$ cat src/rtl/kwdt_pkg.sv
// Package: shared key values, settings-register field positions and
// the period-code width for the keyed watchdog.
package kwdt_pkg;
    localparam logic [7:0] KEY_RESTART = 8'h4E;
    localparam logic [7:0] KEY_STOP    = 8'hB1;
    localparam int         BIT_ENABLE  = 3;
    localparam int         BIT_SEL_HI  = 2;
    localparam int         BIT_SEL_LO  = 1;
    localparam int         BIT_ACTION  = 0;
    localparam int         SEL_W       = 2;
endpackage

$ cat src/rtl/kwdt_ctrl.sv
// Module: kwdt_ctrl
// Holds the settings register and the running flag, and decodes code
// register writes. Assumes at most one write per cycle. The running
// flag drops only on a stop key written while the enable bit is 0.
module kwdt_ctrl
    import kwdt_pkg::*;
(
    input  logic             clk,
    input  logic             rst_n,
    input  logic             wr_en,
    input  logic             wr_sel,
    input  logic [7:0]       wr_data,
    output logic             run_o,
    output logic [SEL_W-1:0] sel_o,
    output logic             rst_mode_o,
    output logic             restart_o
);
    logic             en_q;
    logic             run_q;
    logic [SEL_W-1:0] sel_q;
    logic             act_q;
    logic             set_wr;
    logic             code_wr;
    logic             stop_ok;

    // Purpose: split the write port into its two register strobes.
    always_comb begin
        set_wr    = wr_en && !wr_sel;
        code_wr   = wr_en && wr_sel;
        stop_ok   = code_wr && (wr_data == KEY_STOP) && !en_q;
        restart_o = code_wr && (wr_data == KEY_RESTART);
    end

    // Purpose: update the settings fields; the action bit can only fall.
    always_ff @(posedge clk) begin
        if (!rst_n) begin
            en_q  <= 1'b1;
            sel_q <= '0;
            act_q <= 1'b1;
        end else if (set_wr) begin
            en_q  <= wr_data[BIT_ENABLE];
            sel_q <= wr_data[BIT_SEL_HI:BIT_SEL_LO];
            act_q <= act_q & wr_data[BIT_ACTION];
        end
    end

    // Purpose: running flag, set by enable and cleared by a valid stop key.
    always_ff @(posedge clk) begin
        if (!rst_n) begin
            run_q <= 1'b1;
        end else if (set_wr && wr_data[BIT_ENABLE]) begin
            run_q <= 1'b1;
        end else if (stop_ok) begin
            run_q <= 1'b0;
        end
    end

    assign run_o      = run_q;
    assign sel_o      = sel_q;
    assign rst_mode_o = act_q;

    p_stop_needs_low_en_r8: assert property (@(posedge clk) disable iff (!rst_n)
        (code_wr && wr_data == KEY_STOP && en_q) |=> run_q);
    p_en_low_keeps_run_r8: assert property (@(posedge clk) disable iff (!rst_n)
        (set_wr && !wr_data[BIT_ENABLE] && run_q) |=> run_q);
    p_enable_restarts_r9: assert property (@(posedge clk) disable iff (!rst_n)
        (set_wr && wr_data[BIT_ENABLE]) |=> run_q);
    p_action_sticky_r10: assert property (@(posedge clk) disable iff (!rst_n)
        !act_q |=> !act_q);
endmodule

$ cat src/rtl/kwdt_counter.sv
// Module: kwdt_counter
// Binary count on the tick chosen by the clock mode. A registered
// one-cycle fire pulse is raised when the count reaches the selected
// power-of-two limit, and the count then restarts. Assumes
// LO_EXP_MAX <= HI_EXP_MAX and every selected exponent >= 1.
module kwdt_counter
    import kwdt_pkg::*;
#(
    parameter int HI_EXP_MAX = 25,
    parameter int LO_EXP_MAX = 17
) (
    input  logic             clk,
    input  logic             rst_n,
    input  logic             hf_tick,
    input  logic             lf_tick,
    input  logic             slow_sel,
    input  logic             run_i,
    input  logic             restart_i,
    input  logic [SEL_W-1:0] sel_i,
    output logic             fire_o
);
    localparam int CW = HI_EXP_MAX;

    logic [CW-1:0] cnt_q;
    logic [CW-1:0] limit_m1;
    logic          tick;
    logic          fire_q;
    int            exp_sel;

    // Purpose: pick the tick strobe and build the all-ones limit mask.
    always_comb begin
        tick    = slow_sel ? lf_tick : hf_tick;
        exp_sel = slow_sel ? (LO_EXP_MAX - 2 * int'(sel_i))
                           : (HI_EXP_MAX - 2 * int'(sel_i));
        for (int i = 0; i < CW; i++) begin
            limit_m1[i] = (i < exp_sel);
        end
    end

    // Purpose: advance, restart or hold the count; raise the fire pulse.
    always_ff @(posedge clk) begin
        if (!rst_n) begin
            cnt_q  <= '0;
            fire_q <= 1'b0;
        end else if (!run_i || restart_i) begin
            cnt_q  <= '0;
            fire_q <= 1'b0;
        end else if (tick && cnt_q >= limit_m1) begin
            cnt_q  <= '0;
            fire_q <= 1'b1;
        end else begin
            cnt_q  <= tick ? cnt_q + CW'(1) : cnt_q;
            fire_q <= 1'b0;
        end
    end

    assign fire_o = fire_q;

    p_restart_zero_r5: assert property (@(posedge clk) disable iff (!rst_n)
        restart_i |=> (cnt_q == '0));
    p_pulse_single_r2: assert property (@(posedge clk) disable iff (!rst_n)
        fire_q |=> !fire_q);
    p_stopped_idle_r7: assert property (@(posedge clk) disable iff (!rst_n)
        !run_i |=> (cnt_q == '0 && !fire_q));
    p_hold_without_tick_r4: assert property (@(posedge clk) disable iff (!rst_n)
        (run_i && !restart_i && !tick) |=> $stable(cnt_q));
endmodule

$ cat src/rtl/kwdt_top.sv
// Module: kwdt_top
// Keyed watchdog top level. Joins the settings/code decoder to the
// counter and steers the fire pulse to the interrupt or reset request
// according to the action bit.
module kwdt_top
    import kwdt_pkg::*;
#(
    parameter int HI_EXP_MAX = 25,
    parameter int LO_EXP_MAX = 17
) (
    input  logic       clk,
    input  logic       rst_n,
    input  logic       hf_tick,
    input  logic       lf_tick,
    input  logic       slow_sel,
    input  logic       wr_en,
    input  logic       wr_sel,
    input  logic [7:0] wr_data,
    output logic       irq_req,
    output logic       rst_req
);
    logic             run;
    logic [SEL_W-1:0] sel;
    logic             rst_mode;
    logic             restart;
    logic             fire;

    kwdt_ctrl i_ctrl (
        .clk        (clk),
        .rst_n      (rst_n),
        .wr_en      (wr_en),
        .wr_sel     (wr_sel),
        .wr_data    (wr_data),
        .run_o      (run),
        .sel_o      (sel),
        .rst_mode_o (rst_mode),
        .restart_o  (restart)
    );

    kwdt_counter #(
        .HI_EXP_MAX (HI_EXP_MAX),
        .LO_EXP_MAX (LO_EXP_MAX)
    ) i_counter (
        .clk       (clk),
        .rst_n     (rst_n),
        .hf_tick   (hf_tick),
        .lf_tick   (lf_tick),
        .slow_sel  (slow_sel),
        .run_i     (run),
        .restart_i (restart),
        .sel_i     (sel),
        .fire_o    (fire)
    );

    // Purpose: route the fire pulse to the selected request output.
    always_comb begin
        irq_req = fire && !rst_mode;
        rst_req = fire && rst_mode;
    end

    p_one_request_r11: assert property (@(posedge clk) disable iff (!rst_n)
        $onehot0({irq_req, rst_req}));
endmodule

$ cat config.mk
export PLATFORM = sky130hd
export DESIGN_NAME = kwdt_top
export DESIGN_NICKNAME = d
export VERILOG_FILES = /design/src/rtl/kwdt_pkg.sv /design/src/rtl/kwdt_ctrl.sv /design/src/rtl/kwdt_counter.sv /design/src/rtl/kwdt_top.sv
export SDC_FILE = /design/constraint.sdc
export NUM_CORES = 1
export LEC_CHECK = 0
export BUFFER_PORTS_ARGS = -buffer_cell sky130_fd_sc_hd__buf_4
export CORE_UTILIZATION = 26
export DETAILED_ROUTE_END_ITERATION = 10
export RECOVER_POWER = 100
export SYNTH_ARGS = -nofsm -noshare
export SYNTH_HDL_FRONTEND = slang
export SYNTH_SLANG_ARGS = --single-unit
$ cat constraint.sdc
create_clock -name clk -period 8.55 [get_ports clk]
set_input_delay 0.855 -clock clk [delete_from_list [all_inputs] [get_ports clk]]
set_output_delay 0.855 -clock clk [all_outputs]
set_load 0.01 [all_outputs]
==> impl_metrics.yaml, run 1 <==
logic_synthesis:
  synth_fa_ha_area_share_pct: 13.0
  syn_area_per_cell_sq_um: 8.97
  synthTopCellsByCount: "dfxtp_1 (31), ha_1 (23), nand2_1 (22)"
  synth_xor_area_share_pct: 9.15
  synth_mux_area_share_pct: 2.12
  synth_top_area_share_pct: 27.0
  synth-seq-cells: 31
  yosys.area.top_type: "dfxtp_1"
  synthArstFlopShare_pct: 0
  synthTopCellsByArea: "dfxtp_1 (27%), ha_1 (13%), and4_1 (8.0%)"
  synth_edf_count: 0
  ys_types: 53
  syn_nets: 294
  synthCells: 256
  yosysMostFrequentCell: "dfxtp_1"
  synth_compound_area_share_pct: 11.2
  ys_warn_count: 0
  synth_top_family_by_area: "simple AND/OR/NAND/NOR gates"
  yosys.area_share.simple_pct: 33.3
  yosysSeqAreaShare_pct: 27.0
  netlist_area_sq_um: 2300
  synth_ff_type: "dfxtp_1"
pwr:
  vdd_drop_max_v: 0.0000692
  power_density_nw_per_um2: 124
  p_leak_nw: 1.11
timing:
  hold_ws_ns: 0.484
  fin_crit_ns: 4.73
  finClkSkew_ns: 0.00336
  grt_setup_unrepaired: "no"
  max_freq_ghz: 0.211
  setup_tns_ns: 0
  final-setup-viol-count: 0
  slew_viol_final: 23
  worst_pin_slew_ns: 2.35
  final-hold-violation-count: 0
  setup_slack_ns: 3.82
  maxSlewHeadroom_pct: -58.5
  fin_crit_sh_pct: 55.3
global_route:
  gr-usage-all-layers_pct: 13.7
  antenna_found_initial: 0
  grt_max_degree: 27
  overflow: 0
  grt_pass1_wl_um: 9650
  grt_pass1_vias: 1947
setup_path:
  critPathSlowestCell: "o21ai_0"
  crit_path_end_kind: "flop"
  crit_top_cell: "ha_1"
  worstPathCellList: "inv_1 -> ha_1 -> inv_1 -> ha_1 -> nand2_1 -> nor3_1 -> ha_1 -> nand2_1 -> o41ai_1 -> a311oi_1 -> a21oi_1 -> o21ai_0 -> and4_1"
  arrival_ns: 4.95
  cp_slowest_stage_delay_ns: 1.78
  required_ns: 8.77
  crit_path_start_kind: "flop"
  worstSetupPathType: "flop to flop"
  cp_max_fo: 22
die:
  die_h_um: 96.0
  dieArea_sq_um: 9220
  rows: 33
  io_pins: 17
  initial_core_util_pct: 27.4
  coreArea_sq_um: 8380
  die_w_um: 96.0
place:
  post-place-ws_ns: 4.77
  place_area_sq_um: 2490
  gp_congestion: 0.888
  hpwl_um: 3970
  portBuffers: 16
clock_tree:
  insertion_delay_ns: 0.29
  cts_max_level: 2
  cts_setup_buffers: 0
  cts-root-buf: "clkbuf_8"
  clk_path_buf_depth: 2
  hold_buffers: 0
  clkTransAtPathRegs_ns: 0.06
  ctsResizeCount: 0
  cts_sinks: 31
  cts_tree: "yes"
  cts_buffers: 5
drt:
  drc: 0
  routed_via_density: 5.24
  wl_um: 5360
  dr.pass1.iters: 4
  vias: 1964
  wl_per_cell_um: 14.3
  drtIter0Drc: 139
  ant_nets: 0
finish:
  nNetsFinal: 307
  regArea_sq_um: 621
  drive_gt1_share_pct: 12.6
  diodes: 0
  fin_area_sq_um: 2570
  final_util_pct: 30.6
  synthToLayoutAreaGrowth_pct: 11.7
  fillCellCount: 905
  multi_input_area_sq_um: 1570
outcome:
  violations: "capacitance limit, slew limit"
  status: "finished, violations left"
flow_run:
  drv_cap: 1
worst_hold_path:
  holdCritPathClass: "flop to flop"
registers in the layout, indices dropped and copies added (netlist names):
register / flops
i_ctrl.rst_mode_o: 1
i_counter.fire_o: 1
i_counter.cnt_q: 25
i_ctrl.run_o: 1
i_ctrl.en_q: 1
i_ctrl.sel_o: 2
final cells by class:
cell class,instances,share of cell area (%)
clock buffer,8,3.90
inverter,7,1.02
multi-input combinational,207,61.2
sequential,31,24.2
tap,105,5.12
timing repair buffer,17,4.53
final timing paths:
check             startpoint            endpoint  slack, ns  cells after the start
max          i_ctrl.sel_o[0]  i_counter.cnt_q[8]       3.82                     13
min reg2reg      i_ctrl.en_q         i_ctrl.en_q       0.48                      2
min              i_ctrl.en_q         i_ctrl.en_q       0.48                      2
max reg2reg  i_ctrl.sel_o[0]  i_counter.cnt_q[8]       3.82                     13
worst max-delay path: cells and delay by family (launching register included):
kind                       cells  cell delay [ns]
buffers and inverters          2             0.14
adders and majority gates      3             0.81
AOI/OAI and AO/OA              4             2.30
DFF                            1             0.51
and+or+nand+nor                4             0.89
where the power goes:
| part | total [W] | internal [W] | switching [W] |
|---|---|---|---|
| clock | 0.000129 | 0.0000734 | 0.0000557 |
| sequential | 0.000150 | 0.000147 | 0.00000330 |
| combinational | 0.0000393 | 0.0000173 | 0.0000221 |
routing by layer:
| metal | global-route usage (%) | up-vias | share of wire, % |
|---|---|---|---|
| met5 | 0 | - | 0 |
| met4 | 6.97 | 0 | 2.1 |
| met3 | 2.05 | 10 | 3.0 |
| met2 | 20.7 | 32 | 44 |
| met1 | 18.6 | 926 | 51 |
| li1 | - | 996 | - |
logic make-up after synthesis:
| family | Yosys count |
|---|---|
| simple gates | 122 |
| compound gates | 33 |
| flops | 31 |
| xor+xnor | 24 |
| fa+ha+maj | 24 |
| buf+inv | 18 |
| mux | 4 |
through the flow:
stage                     power [W]  cells
final                      0.000318    375
after global routing       0.000337    375
after CTS                  0.000323    375
after detailed placement   0.000192    367
after global placement     0.000191    367
after floorplan            0.000179    256
cell usage in the layout (no fill, tap or decap), types with 6 or more instances in the layout:
cell / synthesis / layout
ha_1: 23 / 23
a21oi_1: 9 / 9
nand4_1: 12 / 12
and3_1: 12 / 12
dfxtp_1: 31 / 31
nor2_1: 10 / 10
xnor2_1: 18 / 18
and4_1: 21 / 21
clkbuf_8: 0 / 7
xor2_1: 6 / 6
inv_1: 7 / 7
nand2_1: 22 / 22
buf_4: 1 / 14
nand3_1: 19 / 19
(Power assumes the default switching activity.)
==> inputs of run 2 (changes only) <==
--- a/config.mk
+++ b/config.mk
@@ -5,6 +5,7 @@
 export SDC_FILE = /design/constraint.sdc
 export NUM_CORES = 1
 export LEC_CHECK = 0
+export ABC_AREA = 1
 export BUFFER_PORTS_ARGS = -buffer_cell sky130_fd_sc_hd__buf_4
 export CORE_UTILIZATION = 26
 export DETAILED_ROUTE_END_ITERATION = 10
==> constraint.sdc (replaced) <==
create_clock -name clk -period 3.8 [get_ports clk]
set_input_delay 0.38 -clock clk [delete_from_list [all_inputs] [get_ports clk]]
set_output_delay 0.38 -clock clk [all_outputs]
set_load 0.01 [all_outputs]
==> impl_metrics.yaml, run 2 <==
drt:
  drtIter0Drc: 89
  wl_per_cell_um: 10.8
  vias: 1979
  routed_via_density: 4.41
  ant_nets: 0
  drc: 0
  dr.pass1.iters: 4
  wl_um: 4870
die:
  io_pins: 17
  rows: 33
  die_w_um: 95.0
  initial_core_util_pct: 27.1
  dieArea_sq_um: 9020
  coreArea_sq_um: 8300
  die_h_um: 95.0
timing:
  setup_tns_ns: 0
  slew_viol_final: 0
  worst_pin_slew_ns: 0.548
  fin_crit_ns: 3.07
  max_freq_ghz: 0.326
  final-setup-viol-count: 0
  finClkSkew_ns: 0.00533
  setup_slack_ns: 0.728
  grt_setup_unrepaired: "no"
  final-hold-violation-count: 0
  hold_ws_ns: 0.294
  maxSlewHeadroom_pct: 63.3
  fin_crit_sh_pct: 80.8
clock_tree:
  cts_tree: "yes"
  cts_sinks: 31
  cts_max_level: 2
  clk_path_buf_depth: 2
  cts_setup_buffers: 0
  clkTransAtPathRegs_ns: 0.06
  hold_buffers: 0
  cts-root-buf: "clkbuf_8"
  cts_buffers: 5
  ctsResizeCount: 0
  insertion_delay_ns: 0.28
finish:
  largest_reg_flops: 25
  synthToLayoutAreaGrowth_pct: 13.0
  final_common_cell: "nand2_1"
  nNetsFinal: 381
  final_util_pct: 30.6
  regMostFlops: "i_counter.cnt_q"
  diodes: 0
  final_cell_mix: "nand2_1 (71), inv_1 (49), nor2_1 (48), dfxtp_1 (31), ha_1 (23)"
  drive_gt1_share_pct: 11.0
pwr:
  p_comb_share_pct: 14.8
  p_seq_share_pct: 48.9
  power_switching_w: 0.000188
  switching_share_pct: 27.4
  pwr-share-clk_pct: 36.3
  vdd_drop_max_v: 0.000205
  p_leak_nw: 1.20
  power.internal_w: 0.000498
  power_density_nw_per_um2: 270
  total_power_w: 0.000686
logic_synthesis:
  synthCells: 322
  ys_types: 29
  synthArstFlopShare_pct: 0
  synth_top_area_share_pct: 27.6
  yosysSeqAreaShare_pct: 27.6
  synth_edf_count: 0
  synth_ff_type: "dfxtp_1"
  syn_nets: 360
  synthTopCellsByCount: "nand2_1 (70), inv_1 (49), nor2_1 (47)"
  yosysMostFrequentCell: "nand2_1"
  ys_warn_count: 0
  synth-seq-cells: 31
  netlist_area_sq_um: 2250
  synthTopCellsByArea: "dfxtp_1 (28%), ha_1 (13%), nand2_1 (12%)"
  yosys.area.top_type: "dfxtp_1"
  syn_area_per_cell_sq_um: 6.98
global_route:
  grt_max_degree: 26
  grt_pass1_vias: 1841
  gr-usage-all-layers_pct: 12.1
  overflow: 0
  grt_pass1_wl_um: 8450
  antenna_found_initial: 0
setup_path:
  crit_path_end_kind: "flop"
  crit_path_start_kind: "flop"
  arrival_ns: 3.22
  worstPathCellList: "inv_1 -> ha_1 -> ha_1 -> nand2_1 -> o21ai_0 -> ha_1 -> nand2_1 -> inv_1 -> nand3_1 -> nand2_1 -> nand2_1 -> nand2_1 -> nand2_1 -> nand2_1 -> nand2_1 -> nand4_1 -> nand2_2 -> nand2_2 -> nor2_1"
  required_ns: 3.95
  worstSetupPathType: "flop to flop"
  cp_slowest_stage_delay_ns: 0.44
  cp_max_fo: 25
  critPathSlowestCell: "dfxtp_1"
  crit_top_cell: "nand2_1"
place:
  hpwl_um: 3920
  portBuffers: 16
  gp_congestion: 0.854
  post-place-ws_ns: 0.823
worst_hold_path:
  holdCritPathClass: "primary input to flop"
flow_run:
  drv_cap: 0
outcome:
  status: "complete, no violations"
==> run 2: routing by layer <==
layer / track usage (%) / part of all wire [%] / vias to the layer above
met4: 4.04 / 1.0 / 0
met3: 2.42 / 2.9 / 4
li1: - / - / 1065
met2: 20.6 / 49 / 22
met1: 15.0 / 47 / 888
met5: 0 / 0 / -
==> run 2: worst paths after layout <==
check                       start             endpoint  slack, ns  cells past startpoint
hold reg to reg      i_ctrl.run_o         i_ctrl.run_o       0.45                      2
setup reg to reg  i_ctrl.sel_o[0]  i_counter.cnt_q[11]       0.73                     19
setup / recovery  i_ctrl.sel_o[0]  i_counter.cnt_q[11]       0.73                     19
hold / removal              rst_n    i_ctrl.rst_mode_o       0.29                      2
==> run 2: kinds of logic after synthesis <==
family	synth area share [%]
muxes	0.445
DFF	27.6
and+or+nand+nor	35.3
adders and majority gates	12.8
buffers and inverters	9.18
xor gates and xnor gates	9.35
AOI/OAI and AO/OA	5.34
==> run 2: layout make-up <==
| class | instances | area [sq um] |
|---|---|---|
| fill | 914 | 5760 |
| multi-input combinational | 240 | 1410 |
| sequential | 31 | 621 |
| inverter | 49 | 184 |
| tap | 105 | 131 |
| timing repair buffer | 16 | 113 |
| clock buffer | 7 | 76.3 |
| clock inverter | 1 | 5.00 |
==> run 2: per-stage QoR <==
| step | cells | area (sq um) |
|---|---|---|
| 2_1_floorplan | 322 | 2250 |
| 3_3_place_gp | 441 | 2480 |
| 3_5_place_dp | 441 | 2480 |
| 4_1_cts | 449 | 2560 |
| 5_1_grt | 449 | 2540 |
| 6_report | 449 | 2540 |
==> run 2: worst max-delay path: cells and delay by family (launching register included) <==
| family | cells | cell delay (ns) |
|---|---|---|
| AOI/OAI and AO/OA | 1 | 0.18 |
| adders and majority gates | 3 | 0.84 |
| buffers and inverters | 2 | 0.15 |
| DFF | 1 | 0.44 |
| and+or+nand+nor | 13 | 1.31 |
==> run 2: power groups by stage <==
stage	Clock (W)	Sequential, W	Combinational, W
after floorplan	0	0.000341	0.0000730
after global placement	0	0.000343	0.000102
after detailed placement	0	0.000343	0.000104
after CTS	0.000256	0.000335	0.000105
after global routing	0.000274	0.000336	0.000119
final	0.000249	0.000335	0.000102
